**config.mk**
```make
export PLATFORM = sky130hd
export DESIGN_NAME = serial_acc_unit
export DESIGN_NICKNAME = d
export VERILOG_FILES = /design/src/rtl/sacc_pkg.sv /design/src/rtl/sacc_dpath.sv /design/src/rtl/sacc_ctrl.sv /design/src/rtl/serial_acc_unit.sv
export SDC_FILE = /design/constraint.sdc
export NUM_CORES = 1
export LEC_CHECK = 0
export ABC_AREA = 1
export BUFFER_PORTS_ARGS = -buffer_cell sky130_fd_sc_hd__buf_2
export CAP_MARGIN = 20
export CORE_UTILIZATION = 40
export DETAILED_ROUTE_END_ITERATION = 12
export GPL_ROUTABILITY_DRIVEN = 0
export PLACE_DENSITY_LB_ADDON = 0.12
export SLEW_MARGIN = 20
export SYNTH_ARGS = -nofsm -noshare
export SYNTH_HDL_FRONTEND = slang
export SYNTH_HIERARCHICAL = 1
export SYNTH_SLANG_ARGS = --single-unit
```
**constraint.sdc**
```tcl
create_clock -name clk -period 2.47 [get_ports clk]
set_input_delay 0.1235 -clock clk [delete_from_list [all_inputs] [get_ports clk]]
set_output_delay 0.1235 -clock clk [all_outputs]
set_load 0.005 [all_outputs]
```
**src/rtl/sacc_pkg.sv**
```systemverilog
package sacc_pkg;

  localparam int FUNC_W = 5;

  typedef enum logic [FUNC_W-1:0] {
    FN_NOP  = 5'd0,
    FN_ADD  = 5'd1,
    FN_SUB  = 5'd2,
    FN_LDM  = 5'd3,
    FN_COL  = 5'd4,
    FN_STC  = 5'd5,
    FN_STO  = 5'd6,
    FN_SHR  = 5'd7,
    FN_SHL  = 5'd8,
    FN_JNEG = 5'd9,
    FN_JPOS = 5'd10,
    FN_STOP = 5'd11
  } func_e;

  typedef enum logic [1:0] {
    ST_IDLE,
    ST_EXEC,
    ST_HALT
  } state_e;

  // strobes from control to datapath, valid for one digit time
  typedef struct packed {
    logic first;     // first digit of the order
    logic lastDigit; // final digit of the order
    logic opValid;   // memRdBit holds a real operand digit
    logic accRot;    // rotate accumulator one place towards lsb
    logic useSum;    // rotate in the adder's sum digit
    logic clearIn;   // rotate in zero
    logic invOp;     // invert operand, carry-in one on first digit
    logic maskOp;    // AND operand with multiplier digit, rotate multiplier
    logic multLoad;  // shift operand digit into multiplier
    logic shr;       // arithmetic shift right by one
    logic shl;       // shift left by one
  } strobes_t;

endpackage

```
**src/rtl/sacc_dpath.sv**
```systemverilog
module sacc_dpath
  import sacc_pkg::*;
#(
  parameter int ACC_W = 35
) (
  input  logic             clk,
  input  logic             rstN,
  input  strobes_t         strb,
  input  logic             memRdBit,
  output logic             accLsb,
  output logic             memWrBit,
  output logic [ACC_W-1:0] accOut,
  output logic [ACC_W-1:0] multOut
);

  logic [ACC_W-1:0] accQ;
  logic [ACC_W-1:0] multQ;
  logic             carryQ;
  logic             signQ;

  logic opRaw;
  logic opMasked;
  logic opBit;
  logic carryIn;
  logic sumBit;
  logic carryOut;
  logic rotIn;

  // operand digit, extended by the last digit seen once the word runs out
  assign opRaw    = strb.opValid ? memRdBit : signQ;
  assign opMasked = strb.maskOp ? (opRaw & multQ[0]) : opRaw;
  assign opBit    = opMasked ^ strb.invOp;
  assign carryIn  = strb.first ? strb.invOp : carryQ;
  assign sumBit   = accQ[0] ^ opBit ^ carryIn;
  assign carryOut = (accQ[0] & opBit) | (accQ[0] & carryIn) | (opBit & carryIn);

  always_comb begin
    if (strb.useSum)       rotIn = sumBit;
    else if (strb.clearIn) rotIn = 1'b0;
    else                   rotIn = accQ[0];
  end

  always_ff @(posedge clk) begin
    if (!rstN) begin
      accQ   <= '0;
      multQ  <= '0;
      carryQ <= 1'b0;
      signQ  <= 1'b0;
    end else begin
      if (strb.opValid) signQ <= memRdBit;
      if (strb.useSum)  carryQ <= carryOut;

      if (strb.accRot)   accQ <= {rotIn, accQ[ACC_W-1:1]};
      else if (strb.shr) accQ <= {accQ[ACC_W-1], accQ[ACC_W-1:1]};
      else if (strb.shl) accQ <= {accQ[ACC_W-2:0], 1'b0};

      if (strb.multLoad)    multQ <= {opRaw, multQ[ACC_W-1:1]};
      else if (strb.maskOp) multQ <= {multQ[0], multQ[ACC_W-1:1]};
    end
  end

  assign accLsb   = accQ[0];
  assign memWrBit = accQ[0];
  assign accOut   = accQ;
  assign multOut  = multQ;

  // the accumulator is zero once a store-and-clear finishes
  a_r4_clear_after_store: assert property (@(posedge clk) disable iff (!rstN)
    (strb.clearIn && strb.lastDigit) |=> (accQ == '0));

  // multiplier register only moves under load or collate
  a_r3_mult_hold: assert property (@(posedge clk) disable iff (!rstN)
    (!strb.multLoad && !strb.maskOp) |=> $stable(multQ));

  // at most one accumulator movement per digit
  a_r7_one_move: assert property (@(posedge clk) disable iff (!rstN)
    $onehot0({strb.accRot, strb.shr, strb.shl}));

endmodule

```
**src/rtl/sacc_ctrl.sv**
```systemverilog
module sacc_ctrl
  import sacc_pkg::*;
#(
  parameter int ACC_W   = 35,
  parameter int SHORT_W = 17,
  parameter int ADDR_W  = 10,
  parameter int SHIFT_W = 6
) (
  input  logic                  clk,
  input  logic                  rstN,
  input  logic                  orderValid,
  input  logic [FUNC_W+ADDR_W+1:0] orderWord,
  input  logic                  accLsb,
  output logic                  orderReady,
  output strobes_t              strb,
  output logic                  memRdEn,
  output logic                  memWrEn,
  output logic [ADDR_W-1:0]     memAddr,
  output logic                  memLong,
  output logic                  done,
  output logic                  jumpReq,
  output logic [ADDR_W-1:0]     jumpAddr,
  output logic                  halted,
  output logic                  illegal
);

  localparam int ORDER_W   = FUNC_W + ADDR_W + 2;
  localparam int SHIFT_MAX = (1 << SHIFT_W) - 1;
  localparam int MAX_LEN   = (ACC_W > SHIFT_MAX) ? ACC_W : SHIFT_MAX;
  localparam int CNT_W     = $clog2(MAX_LEN + 1);

  // order fields; the bit between function and address is spare
  logic [FUNC_W-1:0] fnIn;
  logic [ADDR_W-1:0] addrIn;
  logic              longIn;
  assign fnIn   = orderWord[ORDER_W-1 -: FUNC_W];
  assign addrIn = orderWord[ADDR_W:1];
  assign longIn = orderWord[0];

  state_e            stateQ;
  logic [FUNC_W-1:0] fnQ;
  logic [ADDR_W-1:0] addrQ;
  logic              longQ;
  logic [CNT_W-1:0]  digitQ;

  logic [SHIFT_W-1:0] shiftCnt;
  logic [CNT_W-1:0]   execLen;
  logic [CNT_W-1:0]   opLen;
  logic               lastDigit;
  logic               isRead;
  logic               isStore;
  logic               isRotate;
  logic               isJump;
  logic               isShift;
  logic               fnLegal;

  assign shiftCnt = addrQ[SHIFT_W-1:0];
  assign opLen    = longQ ? CNT_W'(ACC_W) : CNT_W'(SHORT_W);
  assign fnLegal  = (fnIn <= FN_STOP);

  assign isRead   = (fnQ == FN_ADD) || (fnQ == FN_SUB) || (fnQ == FN_COL) || (fnQ == FN_LDM);
  assign isStore  = (fnQ == FN_STC) || (fnQ == FN_STO);
  assign isJump   = (fnQ == FN_JNEG) || (fnQ == FN_JPOS);
  assign isShift  = (fnQ == FN_SHR) || (fnQ == FN_SHL);
  assign isRotate = (fnQ == FN_ADD) || (fnQ == FN_SUB) || (fnQ == FN_COL) || isStore || isJump;

  always_comb begin
    execLen = CNT_W'(ACC_W);
    if (isShift) execLen = (shiftCnt == '0) ? CNT_W'(1) : CNT_W'(shiftCnt);
  end

  assign lastDigit = (digitQ == execLen - CNT_W'(1));

  // sequencing
  always_ff @(posedge clk) begin
    if (!rstN) begin
      stateQ  <= ST_IDLE;
      fnQ     <= FN_NOP;
      addrQ   <= '0;
      longQ   <= 1'b0;
      digitQ  <= '0;
      done    <= 1'b0;
      jumpReq <= 1'b0;
      halted  <= 1'b0;
      illegal <= 1'b0;
    end else begin
      done    <= 1'b0;
      jumpReq <= 1'b0;
      unique case (stateQ)
        ST_IDLE: begin
          if (orderValid) begin
            fnQ    <= fnIn;
            addrQ  <= addrIn;
            longQ  <= longIn;
            digitQ <= '0;
            if (!fnLegal) begin
              illegal <= 1'b1;
              halted  <= 1'b1;
              done    <= 1'b1;
              stateQ  <= ST_HALT;
            end else if (fnIn == FN_STOP) begin
              halted <= 1'b1;
              done   <= 1'b1;
              stateQ <= ST_HALT;
            end else if (fnIn == FN_NOP) begin
              done <= 1'b1;
            end else begin
              stateQ <= ST_EXEC;
            end
          end
        end
        ST_EXEC: begin
          digitQ <= digitQ + CNT_W'(1);
          if (lastDigit) begin
            stateQ <= ST_IDLE;
            digitQ <= '0;
            done   <= 1'b1;
            // the final digit leaving the accumulator is its sign
            if (isJump) jumpReq <= (fnQ == FN_JNEG) ? accLsb : !accLsb;
          end
        end
        default: stateQ <= ST_HALT;
      endcase
    end
  end

  // per-digit strobes
  always_comb begin
    strb = '0;
    if (stateQ == ST_EXEC) begin
      strb.first     = (digitQ == '0);
      strb.lastDigit = lastDigit;
      strb.opValid   = isRead && (digitQ < opLen);
      strb.accRot    = isRotate;
      strb.useSum    = (fnQ == FN_ADD) || (fnQ == FN_SUB) || (fnQ == FN_COL);
      strb.clearIn   = (fnQ == FN_STC);
      strb.invOp     = (fnQ == FN_SUB);
      strb.maskOp    = (fnQ == FN_COL);
      strb.multLoad  = (fnQ == FN_LDM);
      strb.shr       = (fnQ == FN_SHR) && (shiftCnt != '0);
      strb.shl       = (fnQ == FN_SHL) && (shiftCnt != '0);
    end
  end

  assign orderReady = (stateQ == ST_IDLE);
  assign memRdEn    = strb.opValid;
  assign memWrEn    = (stateQ == ST_EXEC) && isStore && (digitQ < opLen);
  assign memAddr    = addrQ;
  assign memLong    = longQ;
  assign jumpAddr   = addrQ;

  // never read and write the store in the same digit
  a_r12_rd_wr_excl: assert property (@(posedge clk) disable iff (!rstN)
    !(memRdEn && memWrEn));

  // a jump request only accompanies completion
  a_r8_jump_with_done: assert property (@(posedge clk) disable iff (!rstN)
    jumpReq |-> done);

  // halt is sticky and blocks new orders
  a_r10_halt_sticky: assert property (@(posedge clk) disable iff (!rstN)
    halted |=> halted);
  a_r10_halt_not_ready: assert property (@(posedge clk) disable iff (!rstN)
    halted |-> !orderReady);

  // an illegal order always leaves the unit halted
  a_r11_illegal_halts: assert property (@(posedge clk) disable iff (!rstN)
    illegal |-> halted);

  // done is a single-cycle pulse
  a_r12_done_pulse: assert property (@(posedge clk) disable iff (!rstN)
    done |=> !done);

endmodule

```
**src/rtl/serial_acc_unit.sv**
```systemverilog
module serial_acc_unit
  import sacc_pkg::*;
#(
  parameter int ACC_W   = 35,
  parameter int SHORT_W = 17,
  parameter int ADDR_W  = 10,
  parameter int SHIFT_W = 6
) (
  input  logic                     clk,
  input  logic                     rstN,
  input  logic                     orderValid,
  input  logic [FUNC_W+ADDR_W+1:0] orderWord,
  output logic                     orderReady,
  input  logic                     memRdBit,
  output logic                     memRdEn,
  output logic                     memWrEn,
  output logic                     memWrBit,
  output logic [ADDR_W-1:0]        memAddr,
  output logic                     memLong,
  output logic                     done,
  output logic                     jumpReq,
  output logic [ADDR_W-1:0]        jumpAddr,
  output logic                     halted,
  output logic                     illegal,
  output logic [ACC_W-1:0]         accOut,
  output logic [ACC_W-1:0]         multOut
);

  strobes_t strb;
  logic     accLsb;

  sacc_ctrl #(
    .ACC_W  (ACC_W),
    .SHORT_W(SHORT_W),
    .ADDR_W (ADDR_W),
    .SHIFT_W(SHIFT_W)
  ) u_ctrl (
    .clk       (clk),
    .rstN      (rstN),
    .orderValid(orderValid),
    .orderWord (orderWord),
    .accLsb    (accLsb),
    .orderReady(orderReady),
    .strb      (strb),
    .memRdEn   (memRdEn),
    .memWrEn   (memWrEn),
    .memAddr   (memAddr),
    .memLong   (memLong),
    .done      (done),
    .jumpReq   (jumpReq),
    .jumpAddr  (jumpAddr),
    .halted    (halted),
    .illegal   (illegal)
  );

  sacc_dpath #(
    .ACC_W(ACC_W)
  ) u_dpath (
    .clk     (clk),
    .rstN    (rstN),
    .strb    (strb),
    .memRdBit(memRdBit),
    .accLsb  (accLsb),
    .memWrBit(memWrBit),
    .accOut  (accOut),
    .multOut (multOut)
  );

endmodule

```
==> results of run 1 <==
area by class of cell:
class,instances,area share (%)
Sequential cell,100,33.0
Tap cell,168,3.46
Timing Repair Buffer,146,13.5
Clock buffer,11,3.83
Multi-Input combinational cell,481,39.6
Clock inverter,4,1.63
Inverter,78,4.90
per-stage QoR:
step                      area (sq um)  hold slack, ns
after CTS                         6000          0.0181
after global placement            5610           0.371
after global routing              6070          0.0443
final                             6070          0.0253
after detailed placement          5610           0.379
after floorplan                   4990           0.272
tightest hold or removal path: stages:
cell and delay (ns):
sky130_fd_sc_hd__buf_2 0.07, sky130_fd_sc_hd__o21ai_0 0.07, sky130_fd_sc_hd__nor2_1 0.07
worst max path at each step:
stage                                      startpoint                         endpoint  slack (ns)
after CTS                 u_ctrl/memLong$_SDFFE_PN0P_  u_dpath/accOut[34]$_SDFFE_PN0P_       0.006
after detailed placement  u_ctrl/memLong$_SDFFE_PN0P_  u_dpath/accOut[34]$_SDFFE_PN0P_       -0.14
after global placement    u_ctrl/memLong$_SDFFE_PN0P_  u_dpath/accOut[34]$_SDFFE_PN0P_       -0.02
final                     u_ctrl/memLong$_SDFFE_PN0P_  u_dpath/accOut[34]$_SDFFE_PN0P_       0.002
after floorplan           u_ctrl/memLong$_SDFFE_PN0P_  u_dpath/accOut[34]$_SDFFE_PN0P_       0.004
after global routing      u_ctrl/memLong$_SDFFE_PN0P_  u_dpath/accOut[34]$_SDFFE_PN0P_       -0.17
cell usage in the layout (no fill, tap or decap), types with 2 or more instances in the layout:
cell                        count
sky130_fd_sc_hd__nand2_2        3
sky130_fd_sc_hd__nor3_1         3
sky130_fd_sc_hd__ha_4           3
sky130_fd_sc_hd__nor2_1       116
sky130_fd_sc_hd__nand3b_1       2
sky130_fd_sc_hd__nand4_1        4
sky130_fd_sc_hd__nor2_4         2
sky130_fd_sc_hd__o21ai_1        6
sky130_fd_sc_hd__a21oi_1       24
sky130_fd_sc_hd__nand3_2        4
sky130_fd_sc_hd__clkbuf_16      9
sky130_fd_sc_hd__ha_1           3
sky130_fd_sc_hd__clkinv_1       2
sky130_fd_sc_hd__buf_6          2
sky130_fd_sc_hd__clkbuf_1       2
sky130_fd_sc_hd__inv_1         71
sky130_fd_sc_hd__o21ai_0       52
sky130_fd_sc_hd__o21ai_2        2
sky130_fd_sc_hd__a21oi_2        4
sky130_fd_sc_hd__xor2_1         5
sky130_fd_sc_hd__buf_2        118
sky130_fd_sc_hd__dfxtp_1       96
sky130_fd_sc_hd__inv_2          4
sky130_fd_sc_hd__nand2_4        3
sky130_fd_sc_hd__nand3_1      115
sky130_fd_sc_hd__nand2_1      115
sky130_fd_sc_hd__nor3_2         2
sky130_fd_sc_hd__dfxtp_2        4
sky130_fd_sc_hd__bufinv_16      3
sky130_fd_sc_hd__buf_4         25
power breakdown:
group	internal, mW	switching (mW)
clock	0.988	0.611
combinational	0.186	0.300
sequential	1.67	0.0456
total	2.84	0.957
state kept, by name, summed over array words and instances (netlist names):
| name | count |
|---|---|
| u_ctrl/jumpAddr | 10 |
| u_dpath/signQ | 1 |
| u_ctrl/stateQ | 2 |
| u_ctrl/fnQ | 5 |
| u_ctrl/memLong | 1 |
| u_ctrl/digitQ | 6 |
| u_dpath/multOut | 35 |
| u_ctrl/halted | 1 |
| u_ctrl/jumpReq | 1 |
| u_ctrl/illegal | 1 |
| u_dpath/accOut | 35 |
| u_dpath/carryQ | 1 |
| u_ctrl/done | 1 |
metal layers:
metal | track usage, % | vias up | routed length, microns
met5 | 0 | - | 0
met4 | 8.25 | 0 | 212
met3 | 4.36 | 14 | 659
met2 | 32.4 | 112 | 5820
met1 | 23.8 | 2238 | 5380
li1 | - | 2471 | -
repair_timing:
item                                    CTS  global route
gates cloned                              0             0
buffers inserted                          3             2
endpoints found under the setup margin    1             1
resized for setup                         8            17
hold buffers                              0             0
pin swaps                                 9            10
==> tab_implementation.tex, run 1 <==
\begin{tabular}{lr}
\hline
Metric & Value \\
\hline
\multicolumn{2}{l}{\textbf{Critical path}} \\
\quad Crit path arrival time & 2.76 ns \\
\quad Origin of the critical flop-to-flop path & u\_ctrl/memLong\$\_SDFFE\_PN0P\_ \\
\quad Family with the most delay on the worst path & adder cells \\
\quad Category of the critical setup timing path & reg -> reg \\
\quad Capturing point of the worst reg2reg path & u\_dpath/accOut[34]\$\_SDFFE\_PN0P\_ \\
\quad Max stage delay cell, worst path & sky130\_fd\_sc\_hd\_\_fa\_1 \\
\quad Critical-path maximum fanout & 3 \\
\quad Peak per-stage delay on the critical path & 0.50 ns \\
\quad Startpoint kind of the worst setup timing path & flip-flop \\
\quad Critical Path, Cell by Cell & inv\_2 > ha\_4 > nand2\_4 > o21ai\_2 > a31oi\_2 > o21ai\_1 > inv\_2 > buf\_6 > o21ai\_4 > nand2\_1 > nand2\_1 > nand2\_2 > fa\_1 > nor2\_1 > nor2\_1 > nand2\_1 > a21oi\_2 \\
\quad Critical path's most frequent cell & sky130\_fd\_sc\_hd\_\_nand2\_1 \\
\quad Worst Reg2Reg Path Length in Cells & 17 \\
\quad Required @ worst endpoint & 2.76 ns \\
\quad FF-to-FF setup slack & 0.002 ns \\
\quad Element type at the critical path end & flip-flop \\
\quad CP Depth & 17 \\
\quad Number of buffer and inverter instances along the worst setup path & 3 \\
\multicolumn{2}{l}{\textbf{Flow run}} \\
\quad Max-capacitance violation count & 0 \\
\multicolumn{2}{l}{\textbf{Clocking}} \\
\quad Cts bufs inserted & 9 \\
\quad CTS H-Tree Depth & 3 \\
\quad Clock network latency to the later pin of the worst-skew pair & 0.35 ns \\
\quad TritonCTS clock tree & done \\
\quad Clock sink count & 100 \\
\quad Clock tree buffer depth & 2 \\
\quad Buffer cell driving the clock tree root & sky130\_fd\_sc\_hd\_\_clkbuf\_16 \\
\quad Clk pin slew, worst setup/hold paths & 0.07 ns \\
\multicolumn{2}{l}{\textbf{GRT}} \\
\quad Wire length of the first global-routing pass & 20100 microns \\
\quad Total routing resource utilization after global routing & 19.3\% \\
\quad Largest net degree at the start of global routing & 39 \\
\quad Overall overflow remaining after global route & 0 \\
\quad Number of antenna violations at the first check in global routing & 0 \\
\quad Number of global-route vias before repair & 4354 \\
\multicolumn{2}{l}{\textbf{Layout}} \\
\quad Finished Core Util & 50.4\% \\
\quad Area added between synthesis and finish & 21.8\% \\
\quad Layout cell share with drive strength beyond 1 & 24.1\% \\
\quad Final net count & 844 \\
\quad Count of placed standard cells in the final layout, fillers left out & 988 \\
\quad Area of the multi-input gates & 0.00241 sq mm \\
\quad Total inserted antenna cells & 0 \\
\quad Area used by sequential logic in the layout & 0.00201 sq mm \\
\quad Filler cell count in the final layout & 1230 \\
\multicolumn{2}{l}{\textbf{Placed design}} \\
\quad Number of I/O port buffers & 118 \\
\quad Placed wire-length estimate after detailed placement & 8230 microns \\
\quad Pre-CTS setup slack & -0.143 ns \\
\quad Total placed cells including tap cells & 968 \\
\multicolumn{2}{l}{\textbf{Timing}} \\
\quad Post-layout worst setup margin & 0.00205 ns \\
\quad Total negative slack & 0 ns \\
\quad Final clock period utilization by the worst path & 99.9\% \\
\quad Setup repair after global routing missed its margin & yes \\
\quad Slew at the pin closest to its max-slew limit & 0.702 ns \\
\quad Number of hold violations in the final report & 0 \\
\quad Final Skew & 0.00594 ns \\
\quad Number of pins with negative max-slew slack in the final report & 0 \\
\quad Time the worst path needs with I/O delays and setup & 2.47 ns \\
\quad Highest attainable clock frequency & 0.405 GHz \\
\quad Relative max-transition margin & 53.1\% \\
\quad Final setup fails & 0 \\
\multicolumn{2}{l}{\textbf{Logic synthesis}} \\
\quad Netlist area before placement & 0.00498 sq mm \\
\quad Count of synthesis-stage warnings from yosys & 6 \\
\quad Average size of a mapped cell & 7.01 sq um \\
\quad Synthesized instance count & 711 \\
\quad Net Count, Synth & 739 \\
\multicolumn{2}{l}{\textbf{Run status}} \\
\quad Run status & completed \\
\multicolumn{2}{l}{\textbf{Worst hold path}} \\
\quad Critical hold path startpoint & orderWord[5] \\
\quad Sink of the worst hold path & u\_ctrl/jumpAddr[4]\$\_SDFFE\_PN0P\_ \\
\quad Min-Delay Path Class & in -> reg \\
\quad Cell depth of the worst min-delay path & 3 \\
\multicolumn{2}{l}{\textbf{Power and ir drop}} \\
\quad Total power consumption of the routed design & 3.80 mW \\
\quad Worst IR drop on VDD & 0.352 mV \\
\quad Cell leakage power & 3.09 nW \\
\quad Power Dens Cells & 626 mW/mm\^{}2 \\
\multicolumn{2}{l}{\textbf{Floorplanning}} \\
\quad Die outline area & 0.0129 sq mm \\
\quad Row cnt & 40 \\
\quad Die Height & 114 microns \\
\quad Count of pins on the block boundary & 120 \\
\quad Initial Utilization & 41.3\% \\
\quad Die span in x & 114 microns \\
\quad Area of the placeable core & 0.0121 sq mm \\
\multicolumn{2}{l}{\textbf{Detailed routing}} \\
\quad Wire length per cell & 12.2 microns \\
\quad Per-cell via count in the routed design & 4.89 \\
\quad Starting DRT DRC Count & 284 \\
\quad Number of remaining DRC errors & 0 \\
\quad Initial DRT Pass Iterations & 5 \\
\quad Aggregate routed wire length & 12100 microns \\
\quad Post-DRT Antenna Nets & 0 \\
\quad Detailed-route via count & 4835 \\
\hline
\end{tabular}
Power figures use the tool's default switching activity.
==> inputs of run 2 (changes only) <==
--- a/config.mk
+++ b/config.mk
@@ -5,13 +5,12 @@
 export SDC_FILE = /design/constraint.sdc
 export NUM_CORES = 1
 export LEC_CHECK = 0
-export ABC_AREA = 1
 export BUFFER_PORTS_ARGS = -buffer_cell sky130_fd_sc_hd__buf_2
 export CAP_MARGIN = 20
 export CORE_UTILIZATION = 40
 export DETAILED_ROUTE_END_ITERATION = 12
 export GPL_ROUTABILITY_DRIVEN = 0
-export PLACE_DENSITY_LB_ADDON = 0.12
+export PLACE_DENSITY = 0.68
 export SLEW_MARGIN = 20
 export SYNTH_ARGS = -nofsm -noshare
 export SYNTH_HDL_FRONTEND = slang
==> run 2 against run 1 <==
The run now ends with negative setup slack left. Power fell by 9.5%. Sequential power is 2% lower. Die area fell by 0.69%. Clock skew up 0.0023 ns. Clock-buffer cell count is 1 lower. Maximum frequency fell by 16%. Area after synthesis down 0.70%. Final area rose by 4.1%. Clock power fell by 16%. Worst setup slack lost 0.45 ns. First-iteration DRC count rose by 41%. Flip-flop and latch count did not move. Critical path type unchanged.
==> tab_implementation.tex, run 2 <==
\begin{tabular}{lr}
\hline
Metric & Value \\
\hline
\multicolumn{2}{l}{\textbf{Logic synthesis}} \\
\quad Net Count, Synth & 592 (was 739) \\
\quad Synthesized instance count & 564 (was 711) \\
\quad Count of synthesis-stage warnings from yosys & 6 (unchanged) \\
\quad Average size of a mapped cell & 8.78 sq um (was 7.01 sq um) \\
\quad Netlist area before placement & 0.00495 sq mm (was 0.00498 sq mm) \\
\multicolumn{2}{l}{\textbf{Detailed routing}} \\
\quad Wire length per cell & 13.4 microns (was 12.2 microns) \\
\quad Number of remaining DRC errors & 0 (unchanged) \\
\quad Starting DRT DRC Count & 400 (was 284) \\
\quad Per-cell via count in the routed design & 5.00 (was 4.89) \\
\quad Detailed-route via count & 4327 (was 4835) \\
\quad Aggregate routed wire length & 11600 microns (was 12100 microns) \\
\quad Post-DRT Antenna Nets & 0 (unchanged) \\
\quad Initial DRT Pass Iterations & 5 (unchanged) \\
\multicolumn{2}{l}{\textbf{Floorplanning}} \\
\quad Row cnt & 40 (unchanged) \\
\quad Count of pins on the block boundary & 120 (unchanged) \\
\quad Area of the placeable core & 0.0121 sq mm (unchanged) \\
\quad Initial Utilization & 41.0\% (was 41.3\%) \\
\quad Die span in x & 113 microns (was 114 microns) \\
\quad Die outline area & 0.0128 sq mm (was 0.0129 sq mm) \\
\quad Die Height & 113 microns (was 114 microns) \\
\multicolumn{2}{l}{\textbf{Clocking}} \\
\quad Clock tree buffer depth & 2 (unchanged) \\
\quad Cts bufs inserted & 9 (unchanged) \\
\quad CTS H-Tree Depth & 3 (unchanged) \\
\quad TritonCTS clock tree & done (unchanged) \\
\quad Clock network latency to the later pin of the worst-skew pair & 0.34 ns (was 0.35 ns) \\
\quad Clock sink count & 100 (unchanged) \\
\quad Hold-fix buffers at CTS & 0 (unchanged) \\
\quad Clk pin slew, worst setup/hold paths & 0.06 ns (was 0.07 ns) \\
\quad Buffer cell driving the clock tree root & sky130\_fd\_sc\_hd\_\_clkbuf\_16 (unchanged) \\
\multicolumn{2}{l}{\textbf{Timing}} \\
\quad Time the worst path needs with I/O delays and setup & 2.92 ns (was 2.47 ns) \\
\quad Final clock period utilization by the worst path & 118\% (was 99.9\%) \\
\quad Final Skew & 0.00821 ns (was 0.00594 ns) \\
\quad Final hold slack & 0.0303 ns (was 0.0253 ns) \\
\quad Number of pins with negative max-slew slack in the final report & 0 (unchanged) \\
\quad Number of hold violations in the final report & 0 (unchanged) \\
\quad Total negative slack & -3.77 ns (was 0 ns) \\
\quad Slew at the pin closest to its max-slew limit & 0.751 ns (was 0.702 ns) \\
\quad Final setup fails & 11 (was 0) \\
\quad Setup repair after global routing missed its margin & yes (unchanged) \\
\quad Post-layout worst setup margin & -0.452 ns (was 0.00205 ns) \\
\quad Highest attainable clock frequency & 0.342 GHz (was 0.405 GHz) \\
\quad Relative max-transition margin & 49.6\% (was 53.1\%) \\
\multicolumn{2}{l}{\textbf{Placed design}} \\
\quad Placed wire-length estimate after detailed placement & 8010 microns (was 8230 microns) \\
\quad Number of I/O port buffers & 118 (unchanged) \\
\multicolumn{2}{l}{\textbf{Critical path}} \\
\quad Critical-path maximum fanout & 3 (unchanged) \\
\quad Crit path arrival time & 3.19 ns (was 2.76 ns) \\
\quad Family with the most delay on the worst path & simple AND/OR/NAND/NOR gates (was adder cells) \\
\quad Max stage delay cell, worst path & sky130\_fd\_sc\_hd\_\_or4b\_4 (was sky130\_fd\_sc\_hd\_\_fa\_1) \\
\quad Startpoint kind of the worst setup timing path & flip-flop (unchanged) \\
\quad Critical Path, Cell by Cell & or4b\_4 > a21o\_1 > nor2\_2 > ha\_2 > xnor2\_2 > mux2i\_1 > mux2i\_1 > o22a\_1 > or3\_4 > mux2\_4 > nor3b\_2 (was inv\_2 > ha\_4 > nand2\_4 > o21ai\_2 > a31oi\_2 > o21ai\_1 > inv\_2 > buf\_6 > o21ai\_4 > nand2\_1 > nand2\_1 > nand2\_2 > fa\_1 > nor2\_1 > nor2\_1 > nand2\_1 > a21oi\_2) \\
\quad Element type at the critical path end & flip-flop (unchanged) \\
\quad Critical path's most frequent cell & sky130\_fd\_sc\_hd\_\_mux2i\_1 (was sky130\_fd\_sc\_hd\_\_nand2\_1) \\
\quad Category of the critical setup timing path & reg -> reg (unchanged) \\
\quad Number of buffer and inverter instances along the worst setup path & 0 (was 3) \\
\quad Peak per-stage delay on the critical path & 0.53 ns (was 0.50 ns) \\
\quad Required @ worst endpoint & 2.74 ns (was 2.76 ns) \\
\multicolumn{2}{l}{\textbf{Power and ir drop}} \\
\quad Portion of total power attributed to sequential cells & 49.0\% (was 45.1\%) \\
\quad Worst IR drop on VDD & 0.309 mV (was 0.352 mV) \\
\quad Total power consumption of the routed design & 3.44 mW (was 3.80 mW) \\
\quad Part of the power in the clock network & 39.0\% (was 42.1\%) \\
\quad Power Dens Cells & 544 mW/mm\^{}2 (was 626 mW/mm\^{}2) \\
\quad Cell leakage power & 3.12 nW (was 3.09 nW) \\
\quad Int Power & 2.57 mW (was 2.84 mW) \\
\quad Total net switching power & 867 uW (was 957 uW) \\
\quad Combinational fraction of design power & 12.0\% (was 12.8\%) \\
\quad Fraction of power spent switching nets & 25.2\% (about the same) \\
\multicolumn{2}{l}{\textbf{Layout}} \\
\quad Total inserted antenna cells & 0 (unchanged) \\
\quad Finished Core Util & 52.4\% (was 50.4\%) \\
\quad Final net count & 721 (was 844) \\
\quad Layout cell share with drive strength beyond 1 & 32.2\% (was 24.1\%) \\
\quad Commonest cells after routing, fill and taps aside & sky130\_fd\_sc\_hd\_\_nand2\_1, sky130\_fd\_sc\_hd\_\_buf\_2, sky130\_fd\_sc\_hd\_\_dfxtp\_1, sky130\_fd\_sc\_hd\_\_buf\_4, sky130\_fd\_sc\_hd\_\_a21boi\_0 (was sky130\_fd\_sc\_hd\_\_buf\_2, sky130\_fd\_sc\_hd\_\_nor2\_1, sky130\_fd\_sc\_hd\_\_nand2\_1, sky130\_fd\_sc\_hd\_\_nand3\_1, sky130\_fd\_sc\_hd\_\_dfxtp\_1) \\
\quad Most frequent standard cell in the layout excluding fill and tap cells & sky130\_fd\_sc\_hd\_\_nand2\_1 (was sky130\_fd\_sc\_hd\_\_buf\_2) \\
\quad Area added between synthesis and finish & 27.7\% (was 21.8\%) \\
\multicolumn{2}{l}{\textbf{Worst hold path}} \\
\quad Min-Delay Path Class & in -> reg (unchanged) \\
\multicolumn{2}{l}{\textbf{Run status}} \\
\quad Run status & finished with violations (was completed) \\
\quad Violations in the final reports & negative setup slack \\
\multicolumn{2}{l}{\textbf{GRT}} \\
\quad Number of antenna violations at the first check in global routing & 0 (unchanged) \\
\quad Largest net degree at the start of global routing & 69 (was 39) \\
\quad Overall overflow remaining after global route & 0 (unchanged) \\
\quad GR met3 Demand/Resource & 3.16\% (was 4.36\%) \\
\quad Met1 Track Usage GR & 23.4\% (was 23.8\%) \\
\quad Wire length of the first global-routing pass & 18900 microns (was 20100 microns) \\
\quad Number of global-route vias before repair & 4025 (was 4354) \\
\quad Total routing resource utilization after global routing & 18.1\% (was 19.3\%) \\
\quad Most used routing layer & met2 (unchanged) \\
\quad Met2 demand-to-capacity share in global routing & 29.8\% (was 32.4\%) \\
\multicolumn{2}{l}{\textbf{Flow run}} \\
\quad Max-capacitance violation count & 0 (unchanged) \\
\hline
\end{tabular}
[run 2: stage by stage]
step | instance area [sq um] | instances | setup slack, ns
floorplan | 5000 | 564 | -0.412
global placement | 5860 | 840 | -0.391
detailed placement | 5860 | 840 | -0.493
CTS | 6230 | 863 | -0.433
global route | 6320 | 866 | -0.606
finish | 6320 | 866 | -0.452
[run 2: metal layers]
| metal | share of wire, % | vias up | routed length [microns] |
|---|---|---|---|
| li1 | - | 2192 | - |
| met4 | 1.4 | 0 | 167 |
| met1 | 46 | 2017 | 5360 |
| met3 | 4.0 | 13 | 468 |
| met2 | 48 | 105 | 5580 |
| met5 | 0 | - | 0 |
[run 2: worst paths after layout]
path | from | endpoint | slack, ns | depth (start not counted)
worst max-delay path | u_ctrl/fnQ[0]$_SDFFE_PN0P_ | u_ctrl/done$_SDFF_PN0_ | -0.45 | 11
worst min-delay path | orderWord[5] | u_ctrl/jumpAddr[4]$_SDFFE_PN0P_ | 0.03 | 3
worst max register to register | u_ctrl/fnQ[0]$_SDFFE_PN0P_ | u_ctrl/done$_SDFF_PN0_ | -0.45 | 11
worst min register to register | u_ctrl/illegal$_SDFFE_PN0P_ | u_ctrl/illegal$_SDFFE_PN0P_ | 0.46 | 1
[run 2: repair_timing]
action	CTS	global route
setup endpoints to repair	11	11
resized for setup	9	14
setup buffers	7	3
pin swaps	13	5
hold endpoints to repair	0	0
[run 2: power groups by stage]
stage          Sequential [mW]  Combinational [mW]  Clock (mW)
6_report                  1.68               0.414        1.34
5_1_grt                   1.69               0.453        1.46
4_1_cts                   1.68               0.399        1.39
3_5_place_dp              1.72               0.383           0
3_3_place_gp              1.72               0.372           0
2_1_floorplan             1.73               0.230           0
[run 2: final cells by class]
| cell class | count | area (sq um) |
|---|---|---|
| tap | 168 | 210 |
| sequential | 100 | 2010 |
| timing repair buffer | 172 | 1060 |
| clock buffer | 10 | 239 |
| fill | 1109 | 5740 |
| inverter | 8 | 30.0 |
| clock inverter | 6 | 46.3 |
| multi-input combinational | 402 | 2730 |
[run 2: worst reg2reg max path, delay by kind of cell, from the launching register on]
kind | cells | cell delay (ns)
AND/OR/NAND/NOR | 4 | 1.19
adder cells (fa/ha/maj) | 1 | 0.22
multiplexers | 3 | 0.55
AO/OA/AOI/OAI | 2 | 0.42
flip-flops | 1 | 0.32
XOR/XNOR | 1 | 0.14
